[config.mk]
export PLATFORM = sky130hd
export DESIGN_NAME = wdog_steer
export DESIGN_NICKNAME = d
export VERILOG_FILES = /design/src/rtl/wdt_pkg.sv /design/src/rtl/wdt_regfile.sv /design/src/rtl/wdt_countdown.sv /design/src/rtl/wdt_fsm.sv /design/src/rtl/wdog_steer.sv
export SDC_FILE = /design/constraint.sdc
export NUM_CORES = 1
export LEC_CHECK = 0
export BUFFER_PORTS_ARGS = -buffer_cell sky130_fd_sc_hd__clkbuf_2
export CORE_UTILIZATION = 45
export DETAILED_ROUTE_END_ITERATION = 16
export GPL_TIMING_DRIVEN = 0
export PLACE_DENSITY = 0.67
export REMOVE_ABC_BUFFERS = 1
export SKIP_LAST_GASP = 1
export SLEW_MARGIN = 20
export SYNTH_ARGS = -nofsm -noshare
export SYNTH_HDL_FRONTEND = slang
export SYNTH_SLANG_ARGS = --single-unit
[constraint.sdc]
create_clock -name clk -period 1.8 [get_ports clk]
set_clock_uncertainty 0.1 [all_clocks]
set_input_delay 0.27 -clock clk [delete_from_list [all_inputs] [get_ports clk]]
set_output_delay 0.27 -clock clk [all_outputs]
set_load 0.01 [all_outputs]
[src/rtl/wdt_pkg.sv]
package wdt_pkg;

    // Controller states of the watchdog
    typedef enum logic [1:0] {
        WD_OFF  = 2'd0,
        WD_RUN  = 2'd1,
        WD_FIRE = 2'd2,
        WD_HALT = 2'd3
    } wd_state_e;

    // Register selects on the byte bus
    localparam int unsigned SEL_CTRL = 0;
    localparam int unsigned SEL_FLAG = 1;
    localparam int unsigned SEL_AUX  = 2;

endpackage

[src/rtl/wdt_regfile.sv]
module wdt_regfile #(
    parameter int DATA_W = 8,
    parameter int ADDR_W = 2
) (
    input  logic              clk,
    input  logic              rst_n,
    input  logic [ADDR_W-1:0] bus_addr,
    input  logic              wr_en,
    input  logic              rd_en,
    input  logic [DATA_W-1:0] wr_data,
    input  logic              fire,
    output logic [DATA_W-1:0] ctrl_q,
    output logic [DATA_W-1:0] ctrl_nxt,
    output logic              ctrl_acc,
    output logic              fired_q,
    output logic [DATA_W-1:0] rd_q
);
    import wdt_pkg::*;

    localparam int STEER_BIT = DATA_W - 1;
    localparam int FLAG_BIT  = DATA_W - 1;
    localparam int CENT_BIT  = DATA_W - 2;
    localparam logic [ADDR_W-1:0] A_CTRL = ADDR_W'(SEL_CTRL);
    localparam logic [ADDR_W-1:0] A_FLAG = ADDR_W'(SEL_FLAG);
    localparam logic [ADDR_W-1:0] A_AUX  = ADDR_W'(SEL_AUX);

    logic              cent_q;
    logic              cent_nxt;
    logic              fired_nxt;
    logic              steer_clear;
    logic              wr_ctrl;
    logic              wr_aux;
    logic [DATA_W-1:0] rd_mux;

    assign wr_ctrl     = wr_en && (bus_addr == A_CTRL);
    assign wr_aux      = wr_en && (bus_addr == A_AUX);
    assign ctrl_acc    = (wr_en || rd_en) && (bus_addr == A_CTRL);
    assign steer_clear = fire && ctrl_q[STEER_BIT];

    // Bus writes outrank the clear that a reset-steered expiry applies
    always_comb begin
        if (wr_ctrl) begin
            ctrl_nxt = wr_data;
        end else if (steer_clear) begin
            ctrl_nxt = '0;
        end else begin
            ctrl_nxt = ctrl_q;
        end
    end

    always_comb begin
        if (wr_aux) begin
            cent_nxt = wr_data[CENT_BIT];
        end else if (steer_clear) begin
            cent_nxt = 1'b0;
        end else begin
            cent_nxt = cent_q;
        end
    end

    // A control access clears the flag even in the expiry cycle
    always_comb begin
        if (ctrl_acc) begin
            fired_nxt = 1'b0;
        end else if (fire) begin
            fired_nxt = 1'b1;
        end else begin
            fired_nxt = fired_q;
        end
    end

    always_comb begin
        rd_mux = '0;
        case (bus_addr)
            A_CTRL:  rd_mux = ctrl_q;
            A_FLAG:  rd_mux[FLAG_BIT] = fired_q;
            A_AUX:   rd_mux[CENT_BIT] = cent_q;
            default: rd_mux = '0;
        endcase
    end

    always_ff @(posedge clk or negedge rst_n) begin
        if (!rst_n) begin
            ctrl_q  <= '0;
            cent_q  <= 1'b0;
            fired_q <= 1'b0;
            rd_q    <= '0;
        end else begin
            ctrl_q  <= ctrl_nxt;
            cent_q  <= cent_nxt;
            fired_q <= fired_nxt;
            if (rd_en) begin
                rd_q <= rd_mux;
            end
        end
    end

endmodule

[src/rtl/wdt_countdown.sv]
module wdt_countdown #(
    parameter int MULT_W = 5,
    parameter int RES_W  = 2,
    parameter int CNT_W  = MULT_W + 2 * ((1 << RES_W) - 1)
) (
    input  logic              clk,
    input  logic              rst_n,
    input  logic              load,
    input  logic              dec,
    input  logic [MULT_W-1:0] mult,
    input  logic [RES_W-1:0]  res,
    output logic              load_zero,
    output logic              last
);
    localparam int RES_STEPS = 1 << RES_W;

    logic [CNT_W-1:0] timeout;
    logic [CNT_W-1:0] cnt_q;

    // Each resolution step scales the multiplier by four: a shift by 2*step
    always_comb begin
        timeout = '0;
        for (int i = 0; i < RES_STEPS; i++) begin
            if (res == RES_W'(i)) begin
                timeout = CNT_W'(mult) << (2 * i);
            end
        end
    end

    assign load_zero = (mult == '0);
    assign last      = (cnt_q == CNT_W'(1));

    always_ff @(posedge clk or negedge rst_n) begin
        if (!rst_n) begin
            cnt_q <= '0;
        end else if (load) begin
            cnt_q <= timeout;
        end else if (dec) begin
            cnt_q <= cnt_q - CNT_W'(1);
        end
    end

endmodule

[src/rtl/wdt_fsm.sv]
module wdt_fsm (
    input  logic clk,
    input  logic rst_n,
    input  logic ctrl_acc,
    input  logic reload_zero,
    input  logic tick,
    input  logic last,
    input  logic steer,
    output logic load,
    output logic dec,
    output logic fire,
    output logic sys_reset_req,
    output logic irq_pulse
);
    import wdt_pkg::*;

    wd_state_e state_q;
    wd_state_e state_d;

    // Next-state selection; a control access overrides every state
    always_comb begin
        state_d = state_q;
        if (ctrl_acc) begin
            state_d = reload_zero ? WD_OFF : WD_RUN;
        end else begin
            unique case (state_q)
                WD_OFF:  state_d = WD_OFF;
                WD_RUN:  state_d = (tick && last) ? WD_FIRE : WD_RUN;
                WD_FIRE: state_d = WD_HALT;
                WD_HALT: state_d = WD_HALT;
            endcase
        end
    end

    always_ff @(posedge clk or negedge rst_n) begin
        if (!rst_n) begin
            state_q <= WD_OFF;
        end else begin
            state_q <= state_d;
        end
    end

    // Moore outputs and counter controls
    always_comb begin
        load          = ctrl_acc && !reload_zero;
        dec           = 1'b0;
        fire          = 1'b0;
        sys_reset_req = 1'b0;
        irq_pulse     = 1'b0;
        unique case (state_q)
            WD_OFF:  ;
            WD_RUN:  dec = tick && !ctrl_acc;
            WD_FIRE: begin
                fire          = 1'b1;
                sys_reset_req = steer;
                irq_pulse     = !steer;
            end
            WD_HALT: ;
        endcase
    end

endmodule

[src/rtl/wdog_steer.sv]
module wdog_steer #(
    parameter int  MULT_W = 5,
    parameter int  RES_W  = 2,
    parameter int  ADDR_W = 2,
    localparam int DATA_W = MULT_W + RES_W + 1
) (
    input  logic              clk,
    input  logic              rst_n,
    input  logic              tick_16hz,
    input  logic [ADDR_W-1:0] bus_addr,
    input  logic              wr_en,
    input  logic              rd_en,
    input  logic [DATA_W-1:0] wr_data,
    output logic [DATA_W-1:0] rd_data,
    output logic              sys_reset_req,
    output logic              irq_pulse
);
    localparam int CNT_W     = MULT_W + 2 * ((1 << RES_W) - 1);
    localparam int STEER_BIT = DATA_W - 1;

    logic [DATA_W-1:0] ctrl_q;
    logic [DATA_W-1:0] ctrl_nxt;
    logic              ctrl_acc;
    logic              fired_q;
    logic              fire;
    logic              load;
    logic              dec;
    logic              load_zero;
    logic              last;

    wdt_regfile #(
        .DATA_W (DATA_W),
        .ADDR_W (ADDR_W)
    ) u_regs (
        .clk      (clk),
        .rst_n    (rst_n),
        .bus_addr (bus_addr),
        .wr_en    (wr_en),
        .rd_en    (rd_en),
        .wr_data  (wr_data),
        .fire     (fire),
        .ctrl_q   (ctrl_q),
        .ctrl_nxt (ctrl_nxt),
        .ctrl_acc (ctrl_acc),
        .fired_q  (fired_q),
        .rd_q     (rd_data)
    );

    // The reload uses the byte the control register holds after this cycle
    wdt_countdown #(
        .MULT_W (MULT_W),
        .RES_W  (RES_W),
        .CNT_W  (CNT_W)
    ) u_count (
        .clk       (clk),
        .rst_n     (rst_n),
        .load      (load),
        .dec       (dec),
        .mult      (ctrl_nxt[RES_W+MULT_W-1:RES_W]),
        .res       (ctrl_nxt[RES_W-1:0]),
        .load_zero (load_zero),
        .last      (last)
    );

    wdt_fsm u_fsm (
        .clk           (clk),
        .rst_n         (rst_n),
        .ctrl_acc      (ctrl_acc),
        .reload_zero   (load_zero),
        .tick          (tick_16hz),
        .last          (last),
        .steer         (ctrl_q[STEER_BIT]),
        .load          (load),
        .dec           (dec),
        .fire          (fire),
        .sys_reset_req (sys_reset_req),
        .irq_pulse     (irq_pulse)
    );

endmodule

==> results of run 1 <==
-- registers in the layout, summed over array words and instances, names as in the netlist --
signal	count
u_regs.rd_q	8
u_count.cnt_q	11
u_regs.fired_q	1
u_regs.cent_q	1
u_fsm.state_q	2
u_regs.ctrl_q	8
-- critical path, cell delays in order (launching register included) --
cell and delay [ns]:
dfrtp_1 0.39, or4_4 0.55, o21ai_4 0.17, a221o_2 0.25, buf_6 0.14, nand3_2 0.06, o211ai_1 0.11
-- logic make-up after synthesis --
| group | share of synthesized area, % |
|---|---|
| AO/OA/AOI/OAI | 20.0 |
| XOR/XNOR | 2.88 |
| adder cells (fa/ha/maj) | 1.37 |
| buffers and inverters | 5.97 |
| flip-flops | 42.5 |
| multiplexers | 6.72 |
| AND/OR/NAND/NOR | 20.6 |
-- power groups by stage --
stage / clock (mW) / combinational [mW] / sequential, mW
after floorplan: 0 / 0.518 / 1.02
after global placement: 0 / 0.694 / 1.06
after detailed placement: 0 / 0.707 / 1.06
after CTS: 0.627 / 0.828 / 1.06
after global routing: 0.657 / 1.04 / 1.09
final: 0.605 / 0.948 / 1.06
-- per-stage QoR --
stage / TNS [ns] / hold WS (ns)
floorplan: -1.16 / -0.126
global placement: -5.20 / 0.269
detailed placement: -5.28 / 0.287
CTS: -0.565 / 0.124
global route: -1.15 / 0.124
finish: -0.421 / 0.131
-- path summary, 6_finish.rpt --
path	slack, ns	to	depth (start not counted)	from
setup / recovery	-0.07	u_count.cnt_q[10]	6	u_regs.ctrl_q[3]
hold / removal	0.13	u_regs.ctrl_q[7]	2	wr_data[7]
setup reg to reg	-0.07	u_count.cnt_q[10]	6	u_regs.ctrl_q[3]
hold reg to reg	0.39	u_count.cnt_q[8]	1	u_count.cnt_q[8]
max in group asynchronous	0.57	u_fsm.state_q[0]	2	rst_n
min in group asynchronous	0.49	u_regs.ctrl_q[3]	2	rst_n
-- metal layers --
metal | global-route usage, % | vias to the layer above | wire length [um]
met4 | 10.9 | 0 | 115
li1 | - | 773 | -
met1 | 27.3 | 783 | 1950
met5 | 0 | - | 0
met2 | 41.2 | 42 | 2350
met3 | 6.94 | 12 | 165
-- cells in the final DEF (no fill, tap or decap), drive strengths merged, types with 6 or more instances in the layout --
cell type,synthesis,final
a21oi,6,6
a22o,7,7
buf,5,16
clkbuf,3,32
dfrtp,31,31
inv,14,14
mux2i,10,10
nand2,13,13
nand3,12,12
nor2,12,12
nor3,8,8
o21ai,10,10
o22ai,10,10
-- repair_timing --
item / in CTS / in global routing
hold buffers: 1 / 0
resized for setup: 20 / 11
setup buffers: 7 / 9
endpoints found under the setup margin: 13 / 13
pin swaps: 12 / 6
endpoints found under the hold margin: 31 / 0
-- area by class of cell --
class / count / area, um2
clock buffer: 8 / 100
inverter: 14 / 52.6
sequential: 31 / 779
timing repair buffer: 41 / 262
multi-input combinational: 134 / 1070
tap: 48 / 60.1
fill: 314 / 1450
==> results by group, run 1 <==
Status
  – Outcome: finished, violations left
  – Failing checks: negative setup slack

Setup path
  – CP startpoint kind: flop
  – Crit end category: flop
  – WP data arrival: a little under 2 ns
  – Worst setup path category: reg -> reg
  – CP max FO: 6
  – Critical Path RT: 1.89 ns

Route
  – Number of remaining DRC errors: 0
  – Drt wl/cell: about 17 um
  – Vias/cell: 5.83
  – Final ANT Viol Nets: 0
  – DRT iter0 DRCs: 67
  – Pre-antenna DRT Iters: 4
  – Final WL: 4580 um
  – Via count: approximately 1600

Synthesis
  – Synth Cell Area: 1820 um2
  – Post-synth EDFFs: 0
  – Synth Flop Type: dfrtp_1
  – Sequential area share after synthesis: 42.5%
  – Syn avg cell area: 9.76 um2
  – FFs w/ async S/R, synth: 100%
  – Cell variety after synth: a little over 50
  – Synth area leaders: dfrtp_1 (43%), mux2i_1 (5.5%), o22ai_1 (3.4%)
  – Most frequent cells after synthesis: dfrtp_1 (31), inv_1 (13), nand2_1 (13)
  – Synth Warn #: 0
  – Yosys top cell by area: dfrtp_1
  – Top-area cell type share of the netlist area: 42.5%
  – Cells after Synth: 187
  – Yosys reg bits: 31
  – Most frequent cell after synthesis: dfrtp_1

Flow run
  – Max Cap Viol: 0

Global routing
  – Vias in the first global route: 1614
  – GRT Util Overall: between 20% and 30%
  – Grt ovf: 0
  – Antenna violations before repair: 0
  – First-pass GRT wire length: 7690 um
  – Largest net degree at the start of global routing: 32

Timing
  – Slew HR: 48.5%
  – Worst slew pin tran: 0.773 ns
  – Fin crit period: 1.87 ns
  – RSZ-0062 raised after global routing: true
  – Final-report hold violation count: 0
  – Slew Viols, Final: 0
  – Tcrit/Tclk final: 104%
  – Setup ws final: -0.0691 ns
  – F_max: 535 MHz
  – Setup-failing EPs final: 8

Placement
  – Detail Placement HPWL: 3090 um
  – Cells after DPL: 251
  – Placer congestion estimate: 0.883
  – Port bufs: 24
  – Placed inst area: 1950 um2
  – Place WS: -0.569 ns

CTS
  – TritonCTS Buffers: 5
  – Clock Sinks: 31
  – Reg clk slew, reported paths: 0.07 ns
  – Worst-skew pair later-pin latency: 0.29 ns
  – CTS Buffer Depth: 2
  – Root buf cell: clkbuf_8
  – TritonCTS clock tree: done
  – H-tree levels: 2

Finish
  – Fin cells: 276
  – Synth-to-layout area growth: 27.2%
  – Antenna Cells: 0
  – Final instance area: 2320 um2
  – Share of layout cells above drive strength 1: between 30 and 40%
  – # nets final: around 240
  – Utilization after layout: 61.5%

Floorplan
  – FP Rows: 22
  – Io pins: 25
  – Core area: 3770 um2
  – Die height: 65.7 um
  – Initial core utilization: 48.4%
  – Die width: 65.7 um
  – DIE AREA: 4310 um2

Pwr
  – Sw Ratio: 36.4%
  – Clock power frac: a little under a quarter
  – VDD IR max: 742 uV
  – Net Switching: approximately 950 uW
  – Reg power frac: 40.6%
  – LEAKAGE: 1.04 nW
  – Logic pwr share: 36.3%
  – Power Density: 1130 nW/um2
  – Tot Pwr: 2.61 mW
  – Power Internal: around 1.7 mW

Worst hold path
  – Min-delay worst type: in -> reg
Note: power is estimated with default switching activity, not from simulation.
==> inputs of run 2 (changes only) <==
--- a/config.mk
+++ b/config.mk
@@ -6,6 +6,8 @@
 export NUM_CORES = 1
 export LEC_CHECK = 0
 export BUFFER_PORTS_ARGS = -buffer_cell sky130_fd_sc_hd__clkbuf_2
+export CORE_ASPECT_RATIO = 1.5
+export CORE_MARGIN = 2
 export CORE_UTILIZATION = 45
 export DETAILED_ROUTE_END_ITERATION = 16
 export GPL_TIMING_DRIVEN = 0
==> run 2 against run 1 <==
The flow still finishes with violations (negative setup slack). Non-clock buffer count grew 7. Combinational power is 2.5% lower. Clock power is 20% higher. First-iteration DRC count up 22%. Sequential share of layout area down 0.55 points. Design area rose by 1.2%. Routed wire length up 7.9%. Sequential power about the same. Largest power group unchanged.
==> results by group, run 2 (synthesis gave the netlist of run 1 again) <==
Global routing
  – Antenna violations before repair: 0 (unchanged)
  – GRT Util Overall: 22.4% (was 24.1%)
  – Grt ovf: 0 (unchanged)
  – Vias in the first global route: 1726 (was 1614)
  – Largest net degree at the start of global routing: 32 (unchanged)
  – First-pass GRT wire length: 7990 um (was 7690 um)

Timing
  – RSZ-0062 raised after global routing: true (unchanged)
  – Worst slew pin tran: 0.780 ns (was 0.773 ns)
  – Setup ws final: -0.0751 ns (was -0.0691 ns)
  – Tcrit/Tclk final: 104% (about the same)
  – Final-report hold violation count: 0 (unchanged)
  – Slew Viols, Final: 0 (unchanged)
  – Slew HR: 48.0% (was 48.5%)
  – Fin crit period: 1.88 ns (was 1.87 ns)
  – F_max: 533 MHz (was 535 MHz)
  – Setup-failing EPs final: 8 (unchanged)

Route
  – Number of remaining DRC errors: 0 (unchanged)
  – Final ANT Viol Nets: 0 (unchanged)
  – Final WL: 4940 um (was 4580 um)
  – DRT iter0 DRCs: 82 (was 67)
  – Pre-antenna DRT Iters: 4 (unchanged)
  – Drt wl/cell: 17.7 um (was 16.6 um)
  – Vias/cell: 5.90 (was 5.83)
  – Via count: 1651 (was 1610)

Placement
  – Port bufs: 24 (unchanged)
  – Detail Placement HPWL: 3280 um (was 3090 um)
  – Placed inst area: 1940 um2 (was 1950 um2)
  – Placer congestion estimate: 0.855 (was 0.883)

Finish
  – Share of layout cells above drive strength 1: 33.6% (was 34.2%)
  – Largest register FFs: 11 (unchanged)
  – Layout fillers: 353 (was 314)
  – Multi-input logic area: 1030 um2 (was 1070 um2)
  – Commonest non-fill, non-tap cells in the layout: dfrtp_1 (31), clkbuf_2 (24), buf_4 (21) (was dfrtp_1 (28), clkbuf_2 (24), inv_1 (13), nand2_1 (13), buf_4 (13))
  – Largest registers: u_count.cnt_q x11, u_regs.ctrl_q x8, u_regs.rd_q x8 (unchanged)
  – # nets final: 251 (was 244)
  – Most common cell after layout, fill and taps aside: dfrtp_1 (unchanged)
  – Synth-to-layout area growth: 28.7% (was 27.2%)
  – Most flops, register: u_count.cnt_q (unchanged)
  – Register area: 776 um2 (was 779 um2)
  – Final instance area: 2350 um2 (was 2320 um2)
  – Antenna Cells: 0 (unchanged)

Worst hold path
  – Min-delay worst type: in -> reg (unchanged)

Status
  – Outcome: finished, violations left (unchanged)
  – Failing checks: negative setup slack (unchanged)

Floorplan
  – DIE AREA: 4590 um2 (was 4310 um2)
  – Initial core utilization: 46.5% (was 48.4%)
  – FP Rows: 28 (was 22)
  – Core area: 3920 um2 (was 3770 um2)
  – Die width: 56.0 um (was 65.7 um)
  – Die height: 82.0 um (was 65.7 um)
  – Io pins: 25 (unchanged)

CTS
  – Clock Sinks: 31 (unchanged)
  – Root buf cell: clkbuf_8 (unchanged)
  – TritonCTS Buffers: 5 (unchanged)
  – Worst-skew pair later-pin latency: 0.29 ns (about the same)
  – TritonCTS clock tree: done (unchanged)
  – H-tree levels: 2 (unchanged)
  – Reg clk slew, reported paths: 0.07 ns (about the same)
  – CTS Buffer Depth: 2 (unchanged)

Pwr
  – VDD IR max: 732 uV (was 742 uV)
  – Tot Pwr: 2.71 mW (was 2.61 mW)
  – LEAKAGE: 1.09 nW (was 1.04 nW)
  – Power Density: 1150 nW/um2 (was 1130 nW/um2)

Setup path
  – Crit end category: flop (unchanged)
  – Critical Path RT: 1.87 ns (was 1.89 ns)
  – Worst setup path category: reg -> reg (unchanged)
  – CP startpoint kind: flop (unchanged)
  – WP data arrival: 1.95 ns (was 1.96 ns)
  – CP max FO: 4 (was 6)

Flow run
  – Max Cap Viol: 0 (unchanged)
run 2: power by group:
group | switching (mW) | internal [mW] | total [mW] | leakage, nW
clock | 0.277 | 0.448 | 0.725 | 0.0612
combinational | 0.489 | 0.435 | 0.924 | 0.627
sequential | 0.190 | 0.867 | 1.06 | 0.399
run 2: timing repair:
| action | in CTS | in global routing |
|---|---|---|
| gates cloned | 0 | 0 |
| buffers inserted | 14 | 9 |
| pin swaps | 6 | 10 |
| hold endpoints to repair | 31 | 0 |
| endpoints found under the setup margin | 13 | 13 |
| resized for setup | 13 | 10 |
| hold buffers | 1 | 0 |
run 2: final cells by class:
class	count	area share, %
multi-input combinational	134	44.1
clock buffer	6	3.52
timing repair buffer	48	13.2
inverter	14	2.24
clock inverter	2	1.49
sequential	31	33.0
tap	45	2.40
run 2: path summary, 6_finish.rpt:
check                      cells past startpoint  slack [ns]             start                to
min                                            2        0.11        wr_data[7]  u_regs.ctrl_q[7]
min in group asynchronous                      2        0.49             rst_n  u_regs.ctrl_q[4]
max in group asynchronous                      2        0.61             rst_n  u_count.cnt_q[3]
max                                            5       -0.08  u_regs.ctrl_q[4]  u_count.cnt_q[0]
max reg2reg                                    5       -0.08  u_regs.ctrl_q[4]  u_count.cnt_q[0]
min reg2reg                                    1        0.40  u_count.cnt_q[8]  u_count.cnt_q[8]
run 2: routing by layer:
| layer | vias to the layer above | wire length, um | global-route usage [%] |
|---|---|---|---|
| met2 | 66 | 2770 | 42.2 |
| li1 | 788 | - | - |
| met4 | 0 | 148 | 12.1 |
| met1 | 780 | 1790 | 22.8 |
| met5 | - | 0 | 0 |
| met3 | 17 | 234 | 5.04 |
run 2: stage by stage:
stage	worst slack, ns	instances	hold slack, ns	setup TNS [ns]	utilization, %
after floorplan	-0.258	179	-0.126	-1.16	-
after global placement	-0.585	248	0.286	-6.01	49.6
after detailed placement	-0.584	248	0.283	-6.12	49.6
after CTS	-0.0522	271	0.110	-0.242	57.0
after global routing	-0.154	280	0.107	-1.19	59.8
final	-0.0751	280	0.114	-0.404	59.8
run 2: critical path, stage by stage (launching register included):
cell and delay, ns:
dfrtp_1 0.41, or4_4 0.54, o21ai_4 0.15, a221o_2 0.24, nor3_2 0.08, a22o_1 0.24
==> inputs of run 3 (changes only) <==
--- a/config.mk
+++ b/config.mk
@@ -5,13 +5,14 @@
 export SDC_FILE = /design/constraint.sdc
 export NUM_CORES = 1
 export LEC_CHECK = 0
+export ABC_AREA = 1
 export BUFFER_PORTS_ARGS = -buffer_cell sky130_fd_sc_hd__clkbuf_2
 export CORE_ASPECT_RATIO = 1.5
 export CORE_MARGIN = 2
-export CORE_UTILIZATION = 45
+export CORE_UTILIZATION = 52
 export DETAILED_ROUTE_END_ITERATION = 16
 export GPL_TIMING_DRIVEN = 0
-export PLACE_DENSITY = 0.67
+export PLACE_DENSITY = 0.76
 export REMOVE_ABC_BUFFERS = 1
 export SKIP_LAST_GASP = 1
 export SLEW_MARGIN = 20
==> run 3 against run 2 <==
Largest cell class unchanged. Cell count up 11%. Core utilization grew 3.0 points. Fmax is 7.7% higher. Power shrank 3.4%. Area after synthesis grew 4.7%. The run now ends clean.
==> results by group, run 3 <==
Status
  – Outcome: complete, no violations (was finished, violations left)

Route
  – Final ANT Viol Nets: 0 (unchanged)
  – Pre-antenna DRT Iters: 4 (unchanged)
  – DRT iter0 DRCs: 37 (was 82)
  – Number of remaining DRC errors: 0 (unchanged)
  – Final WL: 4260 um (was 4940 um)
  – Vias/cell: 5.49 (was 5.90)
  – Via count: 1713 (was 1651)
  – Drt wl/cell: 13.6 um (was 17.7 um)

Pwr
  – Clock power frac: 21.1% (was 26.8%)
  – Logic pwr share: 38.9% (was 34.1%)
  – Tot Pwr: 2.61 mW (was 2.71 mW)
  – Net Switching: 1.03 mW (was 957 uW)
  – Reg power frac: 40.0% (was 39.1%)
  – Power Density: 1160 nW/um2 (was 1150 nW/um2)
  – Sw Ratio: 39.6% (was 35.4%)
  – Power Internal: 1.58 mW (was 1.75 mW)
  – LEAKAGE: 1.15 nW (was 1.09 nW)
  – VDD IR max: 678 uV (was 732 uV)

CTS
  – TritonCTS clock tree: done (unchanged)
  – Clock Sinks: 31 (unchanged)
  – Worst-skew pair later-pin latency: 0.28 ns (was 0.29 ns)
  – CTS Buffer Depth: 2 (unchanged)
  – Reg clk slew, reported paths: 0.07 ns (about the same)
  – H-tree levels: 2 (unchanged)
  – Root buf cell: clkbuf_8 (unchanged)
  – TritonCTS Buffers: 5 (unchanged)

Timing
  – Final-report hold violation count: 0 (unchanged)
  – Setup-failing EPs final: 0 (was 8)
  – Slew HR: 47.5% (was 48.0%)
  – Worst slew pin tran: 0.788 ns (was 0.780 ns)
  – F_max: 575 MHz (was 533 MHz)
  – Setup ws final: 0.0597 ns (was -0.0751 ns)
  – Fin crit period: 1.74 ns (was 1.88 ns)
  – Tcrit/Tclk final: 96.7% (was 104%)
  – Slew Viols, Final: 0 (unchanged)

Worst hold path
  – Min-delay worst type: in -> reg (unchanged)
  – Hold Path Stages: 3 (was 2)
  – Hold endpoint: u_regs.ctrl_q[7] (unchanged)
  – Hold Path Origin: wr_data[7] (unchanged)

Global routing
  – Grt ovf: 0 (unchanged)
  – Largest net degree at the start of global routing: 32 (unchanged)
  – GRT Util Overall: 21.1% (was 22.4%)
  – Vias in the first global route: 1581 (was 1726)
  – Antenna violations before repair: 0 (unchanged)
  – First-pass GRT wire length: 6570 um (was 7990 um)

Setup path
  – CP max FO: 7 (was 4)
  – WP data arrival: 1.81 ns (was 1.95 ns)
  – R2R setup slack: 0.06 ns (was -0.08 ns)
  – Crit-path cells: inv_2 -> nand3_4 -> nand3_2 -> nand2_2 -> nor2_4 -> nand3_4 -> nand2_8 -> o21ai_0 -> nand2_1 -> nand2_1 (was or4_4 -> o21ai_4 -> a221o_2 -> nor3_2 -> a22o_1)
  – Family with the most delay on the worst path: simple AND/OR/NAND/NOR gates (was compound AO/OA/AOI/OAI gates)
  – Reg2reg end: u_count.cnt_q[6] (was u_count.cnt_q[0])
  – Crit path max-delay cell type: dfrtp_1 (was or4_4)
  – Worst setup path category: reg -> reg (unchanged)
  – Crit Reg-Reg Startpoint: u_fsm.state_q[0] (was u_regs.ctrl_q[4])
  – FF-to-FF path depth: 10 (was 5)
  – CP startpoint kind: flop (unchanged)
  – Crit path buffers/inverters: 1 (was 0)
  – Crit end category: flop (unchanged)
  – Critical Path RT: 1.87 ns (about the same)
  – CP peak stage delay: 0.41 ns (was 0.54 ns)

Floorplan
  – Die width: 53.5 um (was 56.0 um)
  – FP Rows: 27 (was 28)
  – Core area: 3580 um2 (was 3920 um2)
  – Initial core utilization: 53.4% (was 46.5%)
  – DIE AREA: 4190 um2 (was 4590 um2)
  – Io pins: 25 (unchanged)
  – Die height: 78.2 um (was 82.0 um)

Placement
  – Placer congestion estimate: 0.930 (was 0.855)
  – Place WS: -0.316 ns (was -0.584 ns)
  – Port bufs: 24 (unchanged)
  – Detail Placement HPWL: 2990 um (was 3280 um)

Synthesis
  – Most frequent cells after synthesis: nand2_1 (56), dfrtp_1 (31), nand3_1 (20), nor2_1 (20), inv_1 (19) (was dfrtp_1 (31), inv_1 (13), nand2_1 (13))
  – Synth Warn #: 0 (unchanged)
  – Sequential area share after synthesis: 40.6% (was 42.5%)
  – FFs w/ async S/R, synth: 100% (unchanged)
  – Yosys reg bits: 31 (unchanged)
  – Synth Cell Area: 1910 um2 (was 1820 um2)
  – Syn avg cell area: 8.31 um2 (was 9.76 um2)
  – Top-area cell type share of the netlist area: 40.6% (was 42.5%)
  – Yosys top cell by area: dfrtp_1 (unchanged)
  – Synth area leaders: dfrtp_1 (41%), nand2_1 (11%), nand3_2 (8.9%) (was dfrtp_1 (43%), mux2i_1 (5.5%), o22ai_1 (3.4%))
  – Post-synth EDFFs: 0 (unchanged)
  – Cell variety after synth: 30 (was 51)
  – Synth Flop Type: dfrtp_1 (unchanged)
  – Cells after Synth: 230 (was 187)
  – Most frequent cell after synthesis: nand2_1 (was dfrtp_1)

Finish
  – Synth-to-layout area growth: 17.8% (was 28.7%)
  – Largest register FFs: 11 (unchanged)
  – Share of layout cells above drive strength 1: 31.2% (was 33.6%)
  – Antenna Cells: 0 (unchanged)
  – Most common cell after layout, fill and taps aside: nand2_1 (was dfrtp_1)
  – Most flops, register: u_count.cnt_q (unchanged)
  – Largest registers: u_count.cnt_q x11, u_regs.ctrl_q x8, u_regs.rd_q x8 (unchanged)
  – # nets final: 286 (was 251)
  – Commonest non-fill, non-tap cells in the layout: nand2_1 (55), dfrtp_1 (30), clkbuf_2 (24) (was dfrtp_1 (31), clkbuf_2 (24), buf_4 (21))

Flow run
  – Max Cap Viol: 0 (unchanged)
run 3: worst max-delay path by stage:
| stage | start | cells after the start | slack, ns | end |
|---|---|---|---|---|
| after CTS | u_fsm.state_q[0] | 10 | 0.02 | u_count.cnt_q[2] |
| final | u_fsm.state_q[0] | 10 | 0.06 | u_count.cnt_q[6] |
| after detailed placement | u_fsm.state_q[0] | 10 | -0.32 | u_count.cnt_q[2] |
| after global placement | u_fsm.state_q[0] | 10 | -0.32 | u_count.cnt_q[2] |
| after global routing | u_fsm.state_q[0] | 10 | -0.01 | u_count.cnt_q[6] |
| after floorplan | u_fsm.state_q[0] | 10 | -0.03 | u_count.cnt_q[8] |
run 3: layout make-up:
cell class,count,area [um2]
Inverter,24,92.6
Fill cell,316,1330
Sequential cell,31,777
Tap cell,43,53.8
Timing Repair Buffer,33,190
Clock inverter,1,5.00
Clock buffer,6,82.6
Multi-Input combinational cell,174,1050
run 3: tightest hold or removal path, stage by stage:
cell	delay (ns)
clkbuf_2	0.08
nand2_1	0.04
nand2_1	0.05
run 3: cell families after synthesis:
family	Yosys count	synth area share, %
and+or+nand+nor	138	39.8
AOI/OAI and AO/OA	24	7.92
xor gates and xnor gates	8	3.67
DFF	31	40.6
buffers and inverters	27	6.75
adders and majority gates	2	1.31
run 3: power by group through the flow:
stage	registers (mW)	logic, mW	clock network (mW)
after floorplan	1.02	0.750	0
after global placement	1.05	0.924	0
after detailed placement	1.05	0.948	0
after CTS	1.04	0.972	0.566
after global routing	1.07	1.15	0.596
final	1.05	1.02	0.551
run 3: per-layer routing:
layer	wire length (um)	GRT usage (%)
met2	2290	39.4
met3	189	4.56
met1	1660	20.4
met4	117	10.5
met5	0	0
run 3: repair_timing:
item,4_1_cts,5_1_grt
pin swaps,1,3
endpoints found under the setup margin,13,12
hold endpoints to repair,31,0
gates resized for setup,2,3
cloned,0,2
setup buffers,5,3
hold buffers,1,0
run 3: per-stage QoR:
step | instance area (um2) | utilization [%] | std cells | hold WS [ns] | TNS [ns]
after floorplan | 1870 | - | 227 | -0.126 | -0.0522
after global placement | 2050 | 57.2 | 294 | 0.277 | -3.16
after detailed placement | 2050 | 57.2 | 294 | 0.280 | -3.16
after CTS | 2200 | 61.3 | 307 | 0.0838 | 0
after global routing | 2250 | 62.9 | 312 | 0.0956 | -0.0457
final | 2250 | 62.9 | 312 | 0.0852 | 0
